==> config.mk <==
export PLATFORM = sky130hd
export DESIGN_NAME = cnt_snap_reader
export DESIGN_NICKNAME = d
export VERILOG_FILES = /design/src/rtl/cnt_snap_pkg.sv /design/src/rtl/snap_addr_decode.sv /design/src/rtl/snap_event_counter.sv /design/src/rtl/snap_hold_reg.sv /design/src/rtl/cnt_snap_reader.sv
export SDC_FILE = /design/constraint.sdc
export NUM_CORES = 1
export LEC_CHECK = 0
export BUFFER_PORTS_ARGS = -buffer_cell sky130_fd_sc_hd__buf_2
export CAP_MARGIN = 40
export CORE_UTILIZATION = 56
export DETAILED_ROUTE_END_ITERATION = 10
export GPL_TIMING_DRIVEN = 1
export HOLD_SLACK_MARGIN = 0.03
export PLACE_DENSITY = 0.81
export RECOVER_POWER = 50
export REMOVE_ABC_BUFFERS = 1
export SYNTH_ARGS = -nofsm -noshare
export SYNTH_HDL_FRONTEND = slang
export SYNTH_SLANG_ARGS = --single-unit
==> constraint.sdc <==
create_clock -name clk -period 1.66 [get_ports clk]
set_input_delay 0.166 -clock clk [delete_from_list [all_inputs] [get_ports clk]]
set_output_delay 0.166 -clock clk [all_outputs]
set_load 0.005 [all_outputs]
==> src/rtl/cnt_snap_pkg.sv <==
package cnt_snap_pkg;

    localparam int BYTE_W    = 8;
    localparam int CNT_W     = 2 * BYTE_W;
    localparam int ADDR_W    = 8;
    localparam int NUM_CNT   = 4;
    localparam int IDX_W     = (NUM_CNT > 1) ? $clog2(NUM_CNT) : 1;
    localparam logic [ADDR_W-1:0] BASE_ADDR = 8'h50;
    localparam logic [ADDR_W-1:0] HOLD_ADDR = 8'h6C;
    localparam logic [CNT_W-1:0]  CNT_MAX   = {CNT_W{1'b1}};

    typedef struct packed {
        logic             hit_cnt;
        logic             hit_hold;
        logic [IDX_W-1:0] idx;
        logic             low_byte;
    } addr_dec_t;

    typedef struct packed {
        logic [BYTE_W-1:0] hi;
        logic [BYTE_W-1:0] lo;
    } cnt_split_t;

    function automatic cnt_split_t split_cnt(input logic [CNT_W-1:0] v);
        cnt_split_t s;
        s.hi = v[CNT_W-1:BYTE_W];
        s.lo = v[BYTE_W-1:0];
        return s;
    endfunction

    function automatic logic [CNT_W-1:0] next_count(
        input logic [CNT_W-1:0] cur,
        input logic             evt,
        input logic             clr
    );
        logic [CNT_W-1:0] one;
        one = {{(CNT_W-1){1'b0}}, 1'b1};
        if (clr)
            return evt ? one : '0;
        else if (evt && cur != CNT_MAX)
            return cur + one;
        else
            return cur;
    endfunction

endpackage

==> src/rtl/snap_addr_decode.sv <==
module snap_addr_decode
    import cnt_snap_pkg::*;
#(
    parameter int N_CNT = NUM_CNT
) (
    input  logic [ADDR_W-1:0] addr,
    output addr_dec_t         dec
);
    localparam int SPAN = 2 * N_CNT;

    logic [ADDR_W-1:0] offset;

    always_comb begin
        offset       = addr - BASE_ADDR;
        dec.hit_cnt  = (addr >= BASE_ADDR) && (int'(offset) < SPAN);
        dec.hit_hold = (addr == HOLD_ADDR);
        dec.idx      = offset[IDX_W:1];
        dec.low_byte = offset[0];
    end

endmodule

==> src/rtl/snap_event_counter.sv <==
module snap_event_counter
    import cnt_snap_pkg::*;
(
    input  logic             clk,
    input  logic             rst,
    input  logic             evt,
    input  logic             clr,
    output logic [CNT_W-1:0] cnt
);
    always_ff @(posedge clk) begin
        if (rst)
            cnt <= '0;
        else
            cnt <= next_count(cnt, evt, clr);
    end


    clr_zero_chk: assert property (@(posedge clk) disable iff (rst)
        (clr && !evt) |=> (cnt == '0));


    clr_keep_evt_chk: assert property (@(posedge clk) disable iff (rst)
        (clr && evt) |=> (cnt == CNT_W'(1)));


    sat_hold_chk: assert property (@(posedge clk) disable iff (rst)
        (!clr && cnt == CNT_MAX) |=> (cnt == CNT_MAX));


    incr_chk: assert property (@(posedge clk) disable iff (rst)
        (!clr && evt && cnt != CNT_MAX) |=> (cnt == $past(cnt) + CNT_W'(1)));

endmodule

==> src/rtl/snap_hold_reg.sv <==
module snap_hold_reg
    import cnt_snap_pkg::*;
(
    input  logic              clk,
    input  logic              rst,
    input  logic              load,
    input  logic [BYTE_W-1:0] din,
    output logic [BYTE_W-1:0] hold
);
    always_ff @(posedge clk) begin
        if (rst)
            hold <= '0;
        else if (load)
            hold <= din;
    end


    hold_stable_chk: assert property (@(posedge clk) disable iff (rst)
        !load |=> $stable(hold));

endmodule

==> src/rtl/cnt_snap_reader.sv <==
module cnt_snap_reader
    import cnt_snap_pkg::*;
(
    input  logic               clk,
    input  logic               rst,
    input  logic [NUM_CNT-1:0] evt_pulse,
    input  logic               rd_en,
    input  logic [ADDR_W-1:0]  rd_addr,
    output logic [BYTE_W-1:0]  rd_data
);
    addr_dec_t         dec;
    logic [CNT_W-1:0]  cnt_arr [NUM_CNT];
    logic [NUM_CNT-1:0] clr_vec;
    cnt_split_t        sel;
    logic              cnt_rd;
    logic [BYTE_W-1:0] hold_q;
    logic [BYTE_W-1:0] other_byte;
    logic [BYTE_W-1:0] rd_next;

    snap_addr_decode #(.N_CNT(NUM_CNT)) dec_i (
        .addr (rd_addr),
        .dec  (dec)
    );

    assign cnt_rd = rd_en && dec.hit_cnt;

    generate
        for (genvar k = 0; k < NUM_CNT; k++) begin : g_cnt
            assign clr_vec[k] = cnt_rd && (dec.idx == IDX_W'(k));
            snap_event_counter cnt_i (
                .clk (clk),
                .rst (rst),
                .evt (evt_pulse[k]),
                .clr (clr_vec[k]),
                .cnt (cnt_arr[k])
            );
        end
    endgenerate

    always_comb begin
        sel        = split_cnt(cnt_arr[dec.idx]);
        other_byte = dec.low_byte ? sel.hi : sel.lo;
        if (!rd_en)
            rd_next = '0;
        else if (dec.hit_cnt)
            rd_next = dec.low_byte ? sel.lo : sel.hi;
        else if (dec.hit_hold)
            rd_next = hold_q;
        else
            rd_next = '0;
    end

    snap_hold_reg hold_i (
        .clk  (clk),
        .rst  (rst),
        .load (cnt_rd),
        .din  (other_byte),
        .hold (hold_q)
    );

    always_ff @(posedge clk) begin
        if (rst)
            rd_data <= '0;
        else
            rd_data <= rd_next;
    end


    unmapped_zero_chk: assert property (@(posedge clk) disable iff (rst)
        (rd_en && !dec.hit_cnt && !dec.hit_hold) |=> (rd_data == '0));


    hold_read_chk: assert property (@(posedge clk) disable iff (rst)
        (rd_en && dec.hit_hold) |=> (rd_data == $past(hold_q) && $stable(hold_q)));


    idle_zero_chk: assert property (@(posedge clk) disable iff (rst)
        !rd_en |=> (rd_data == '0));


    one_clear_chk: assert property (@(posedge clk) disable iff (rst)
        $onehot0(clr_vec));

endmodule

* Yosys cells after proc, flatten, opt, wreduce, memory -nomap -nowiden
Index checks and enable logic that the tools add are counted.
** Storage, ports and cells
- Register bits :: 80
- Input bits :: 15
- Output and inout bits :: 8
- Word-level logic and storage cells :: 59
** Operators by class
- $add $sub $neg :: 5
- $lt $le $gt $ge :: 3
- Equal/unequal tests :: 8
- Mux-type cells :: 19
- Bitwise gates (word level) :: 2
- Reductions and logical operators :: 16
** Operators with widths (count)
- 2-to-1 mux 16 bit :: 10
- adder 16 x 1 -> 16 bit, second input constant :: 4
- inequality test 16 bit, second input constant :: 4
- binary-select mux 16 bit (select 2 bit) :: 1
- 2-to-1 mux 8 bit :: 4
- logical AND 1 bit :: 10
- equality test 8 x 7 -> 1 bit, second input constant :: 1
- >= comparator 8 x 7 -> 1 bit, second input constant :: 1
- < comparator 8 x 4 -> 1 bit, second input constant :: 1
- nonzero test 2 bit :: 4
- subtractor 8 x 7 -> 8 bit, second input constant :: 1
- equality test 2 bit, second input constant :: 2
- 2-to-1 mux 1 bit :: 4
- >= comparator 3 bit, second input constant :: 1
- inverter 2 -> 3 bit :: 1
- equality test 2 x 1 -> 1 bit, second input constant :: 1
- zero test 2 bit :: 1
- OR reduction 2 bit :: 1
- inverter 1 bit :: 1

* Depth between registers and ports, before layout
- Word-level depth :: 7
- Gate-level depth with buffers :: 6
- Mapped depth without buffers :: 5

* Modules after synthesis
A second synthesis with hierarchy kept.
** Second synthesis, totals
- Cell total of the unflattened synthesis :: 510
- Area total of the unflattened synthesis :: 4625.7 sq um
** Modules (own cells, without submodules)
- snap_event_counter :: instances 4, cells each 99, area each 840.8 sq um
- cnt_snap_reader :: instances 1, cells each 81, area each 907.1 sq um
- snap_hold_reg :: instances 1, cells each 26, area each 285.3 sq um
- snap_addr_decode :: instances 1, cells each 7, area each 70.1 sq um

* Least setup slack after synthesis
OpenSTA, ideal clock, no wires.
- Kind :: reg2reg
- Start point :: register g_cnt[3].cnt_i.cnt[0]
- End point :: register g_cnt[3].cnt_i.cnt[8]
- Library setup time :: 0.070 ns
- Arrival time :: 1.741 ns
- Required time :: 1.590 ns
- Setup slack :: -0.151 ns
- Cell stages (with the launch flop) :: 7
- Cells stage by stage :: dfxtp_1 -> ha_1 -> inv_1 -> or3_1 -> clkbuf_1 -> or4_1 -> a21oi_1
** Between the ends
- Cells in the longest elaborated chain, start to end :: 3
- Elaborated cells on any way between the ends :: 6
- Those cells by class :: add/sub (1); eq/ne (1); mux (2); reduce/logical (2)
** RTL lines
- start: declaration :: RTL line snap_event_counter.sv:8 : output logic [CNT_W-1:0] cnt
- start signal: assignment :: RTL line snap_event_counter.sv:14 : cnt <= next_count(cnt, evt, clr);
- adder 16 x 1 -> 16 bit / inequality test 16 bit (equally long branches) :: RTL line cnt_snap_pkg.sv:41, cnt_snap_pkg.sv:40
- 2-to-1 mux 16 bit / logical AND 1 bit (equally long branches) :: RTL line cnt_snap_pkg.sv:40 : else if (evt && cur != CNT_MAX)
- 2-to-1 mux 16 bit / nonzero test 2 bit (equally long branches)
Several ways; a longest one is shown, not always the timed one. The select of a mux whose other input is x is not followed.
A chain may end at the register's enable or synchronous reset.

* Worst setup path after layout
- Start point :: register g_cnt[1].cnt_i.cnt[1]
- End point :: register g_cnt[1].cnt_i.cnt[3]
** Between the ends
- Cells in the longest elaborated chain, start to end :: 3
- Elaborated cells on any way between the ends :: 6
- Those cells by class :: add/sub (1); eq/ne (1); mux (2); reduce/logical (2)
** RTL lines (RTL line)
- start: declaration :: snap_event_counter.sv:8
- start signal: assignment :: snap_event_counter.sv:14
- adder 16 x 1 -> 16 bit / inequality test 16 bit (equally long branches) :: cnt_snap_pkg.sv:41, cnt_snap_pkg.sv:40
- 2-to-1 mux 16 bit / logical AND 1 bit (equally long branches) :: cnt_snap_pkg.sv:40
- 2-to-1 mux 16 bit / nonzero test 2 bit (equally long branches)
Several ways; a longest one is shown, not always the timed one. The select of a mux whose other input is x is not followed.

==> results.cfg <==
[synth]
syn_avg_cell_area_sq_um = 8.91
synth_warnings = 0
synth_top_cell_area_share_pct = 35.3
ys_ff_latch = 80
yosysTopAreaCell = dfxtp_1
syn_area_sq_mm = 0.00454
ys_types = 52
synthArstFlopShare_pct = 0
synth.area.top_cells = dfxtp_1, mux4_2, mux2i_1
synthTopCellsByCount = dfxtp_1, a21oi_1, nand2_1, nand3_1, mux2i_1
synth_edf_count = 0
yosysSeqAreaShare_pct = 35.3
synth_most_common_cell = dfxtp_1
synthFlopType = dfxtp_1
syn_inst = 510

[power_and_ir_drop]
fin_total_pwr_mw = 3.93
ir_worst_vdd_uv = 355
p_leak_nw = 2.11
power_density_mw_per_mm2 = 665

[detailed_routing]
wl_per_cell_um = 20.7
via_count = 5036
wirelength_um = 15000
drt_iter0_drc = 473
first_pass_iters = 5
remaining_drc_errors = 0
viasPerCell = 6.95
drtAntennaViolNets = 0

[die]
ios = 23
initial_core_util_pct = 58.5
dieWidth_um = 92.1
coreArea_sq_mm = 0.00777
dieArea_sq_mm = 0.00848
num_rows = 32
dieHeight_um = 92.1

[timing]
tightest_slew_ns = 0.666
period_minus_slack_ns = 1.69
finalWorstSetupSlack_ns = -0.0323
relSlewSlack_pct = 55.6
slew_viol_final = 0
rsz0062_at_grt = yes
fin_skew_ns = 0.00974
max_freq_ghz = 0.591
tns_ns = -0.106
finalCritPeriodShare_pct = 102
setup_viol = 6
hold_slack_ns = 0.0648
hold_viol = 0

[global_route]
use_met3_pct = 7.96
grt_pass1_vias = 4699
antenna_found_initial = 0
globalRouteMet1Util_pct = 41.5
grt_remaining_overflow = 0
grt.total_usage_pct = 33.8
grt_pass1_wl_um = 22700
busiest_layer = met2
grt_use_met2_pct = 57.2
grt_max_degree = 17

[clock_network]
clockBufferDepth = 2
cts_hold_buf = 0
cts.sinks = 80
ctsHtreeMaxLevel = 3
clk-insertion-delay-late_ns = 0.36
cts_tree = yes
cts-root-buf = clkbuf_8
cts_buffers = 9
path_clk_slew_ns = 0.09

[run_status]
status = finished, violations left
violations = setup timing

[critical_path]
reg2reg_depth = 7
crit_cells = 7
rr_startpoint = g_cnt[1].cnt_i.cnt[1]
cp.required_ns = 1.94
max_stage_delay_ns = 0.51
worstPathMaxFanout = 8
start_kind = register
path_cells = ha_4, buf_6, nand3_4, nor4_4, clkbuf_2, or4_4, a21oi_2
path_delay_family = simple AND/OR/NAND/NOR gates
endpoint_kind = register
critPathBufInv = 2
path_class = reg2reg
worstPathArrival_ns = 1.97
cp_slowest_cell = or4_4
cp-startpoint = g_cnt[1].cnt_i.cnt[1]

[worst_hold_path]
hold_start = rst
min_path_cells = 2
hp-class = in2reg

[final_layout]
multiInputGateArea_sq_mm = 0.00302
diodes = 0
num-nets-final = 637
drive_above_1_share_pct = 36.0
seq_area_sq_mm = 0.00166
areaGrowthSynthToFinish_pct = 30.0
nFillCells = 510
final_cells = 725

[place]
pre_cts_slack_ns = -0.130
dp_cells = 696
portBuffers = 22
dp_hpwl_um = 10100
gp_congestion = 0.930

[run]
max_cap_violations = 0
## sequential cells by signal, indices dropped and copies added (netlist names)
signal,count
hold_i.hold,8
g_cnt.cnt_i.cnt,64
rd_data,8
## layout by cell type, fill, tap and decap left out, drive strengths merged, types with 3 or more instances in the layout
master and instances:
a211oi 11, a21oi 39, a31oi 6, a41oi 3, and3 4, and4 12
buf 109, clkbuf 23, dfxtp 80, ha 4, inv 15, mux2i 25
mux4 16, nand2 36, nand2b 6, nand3 30, nand3b 3, nand4 20
nor2 23, nor2b 3, nor3 22, nor3b 4, nor4 10, nor4b 5
o21a 5, o21ai 19, o2bb2ai 8, o31ai 20, or2 3, or3 15
or4 21
## final cells by class
| class | count | share of cell area (%) |
|---|---|---|
| clock buffers | 11 | 2.39 |
| repair buffers | 121 | 14.0 |
| inverters | 15 | 0.953 |
| multi-input cells | 391 | 51.1 |
| clock inverters | 5 | 1.36 |
| flip-flops and latches | 80 | 28.1 |
| well taps | 102 | 2.16 |
## power by group
part | switching (mW) | total [mW] | internal (mW)
combinational | 0.187 | 0.326 | 0.139
clock | 0.764 | 1.65 | 0.887
sequential | 0.0196 | 1.95 | 1.93
## layer usage
metal  vias to the layer above  part of all wire, %
met5                         -                    0
met4                         0                  4.2
met3                        81                  9.9
met2                       348                   49
met1                      2370                   37
li1                       2237                    -
## worst paths after layout
path                            to  slack (ns)
min                 hold_i.hold[4]        0.06
min reg2reg             rd_data[7]        0.48
max          g_cnt[1].cnt_i.cnt[3]       -0.03
max reg2reg  g_cnt[1].cnt_i.cnt[3]       -0.03
## repair_timing
| action | CTS | global route |
|---|---|---|
| resized for setup | 28 | 63 |
| cloned | 0 | 1 |
| endpoints found under the setup margin | 17 | 37 |
| buffers inserted | 4 | 9 |
| pin swaps | 6 | 22 |
## stage by stage
stage	cell area (sq um)	utilization, %
floorplan	4440	-
global placement	5320	68.5
detailed placement	5320	68.5
CTS	5660	72.8
global route	5910	76.0
finish	5910	76.0
## kinds of logic after synthesis
group,Yosys count,synth area share (%)
simple gates,224,29.1
flops,80,35.3
buf+inv,39,3.52
compound gates,122,17.5
fa+ha+maj,4,1.10
mux,41,13.5
No activity file was read; power rests on OpenSTA's default activity.
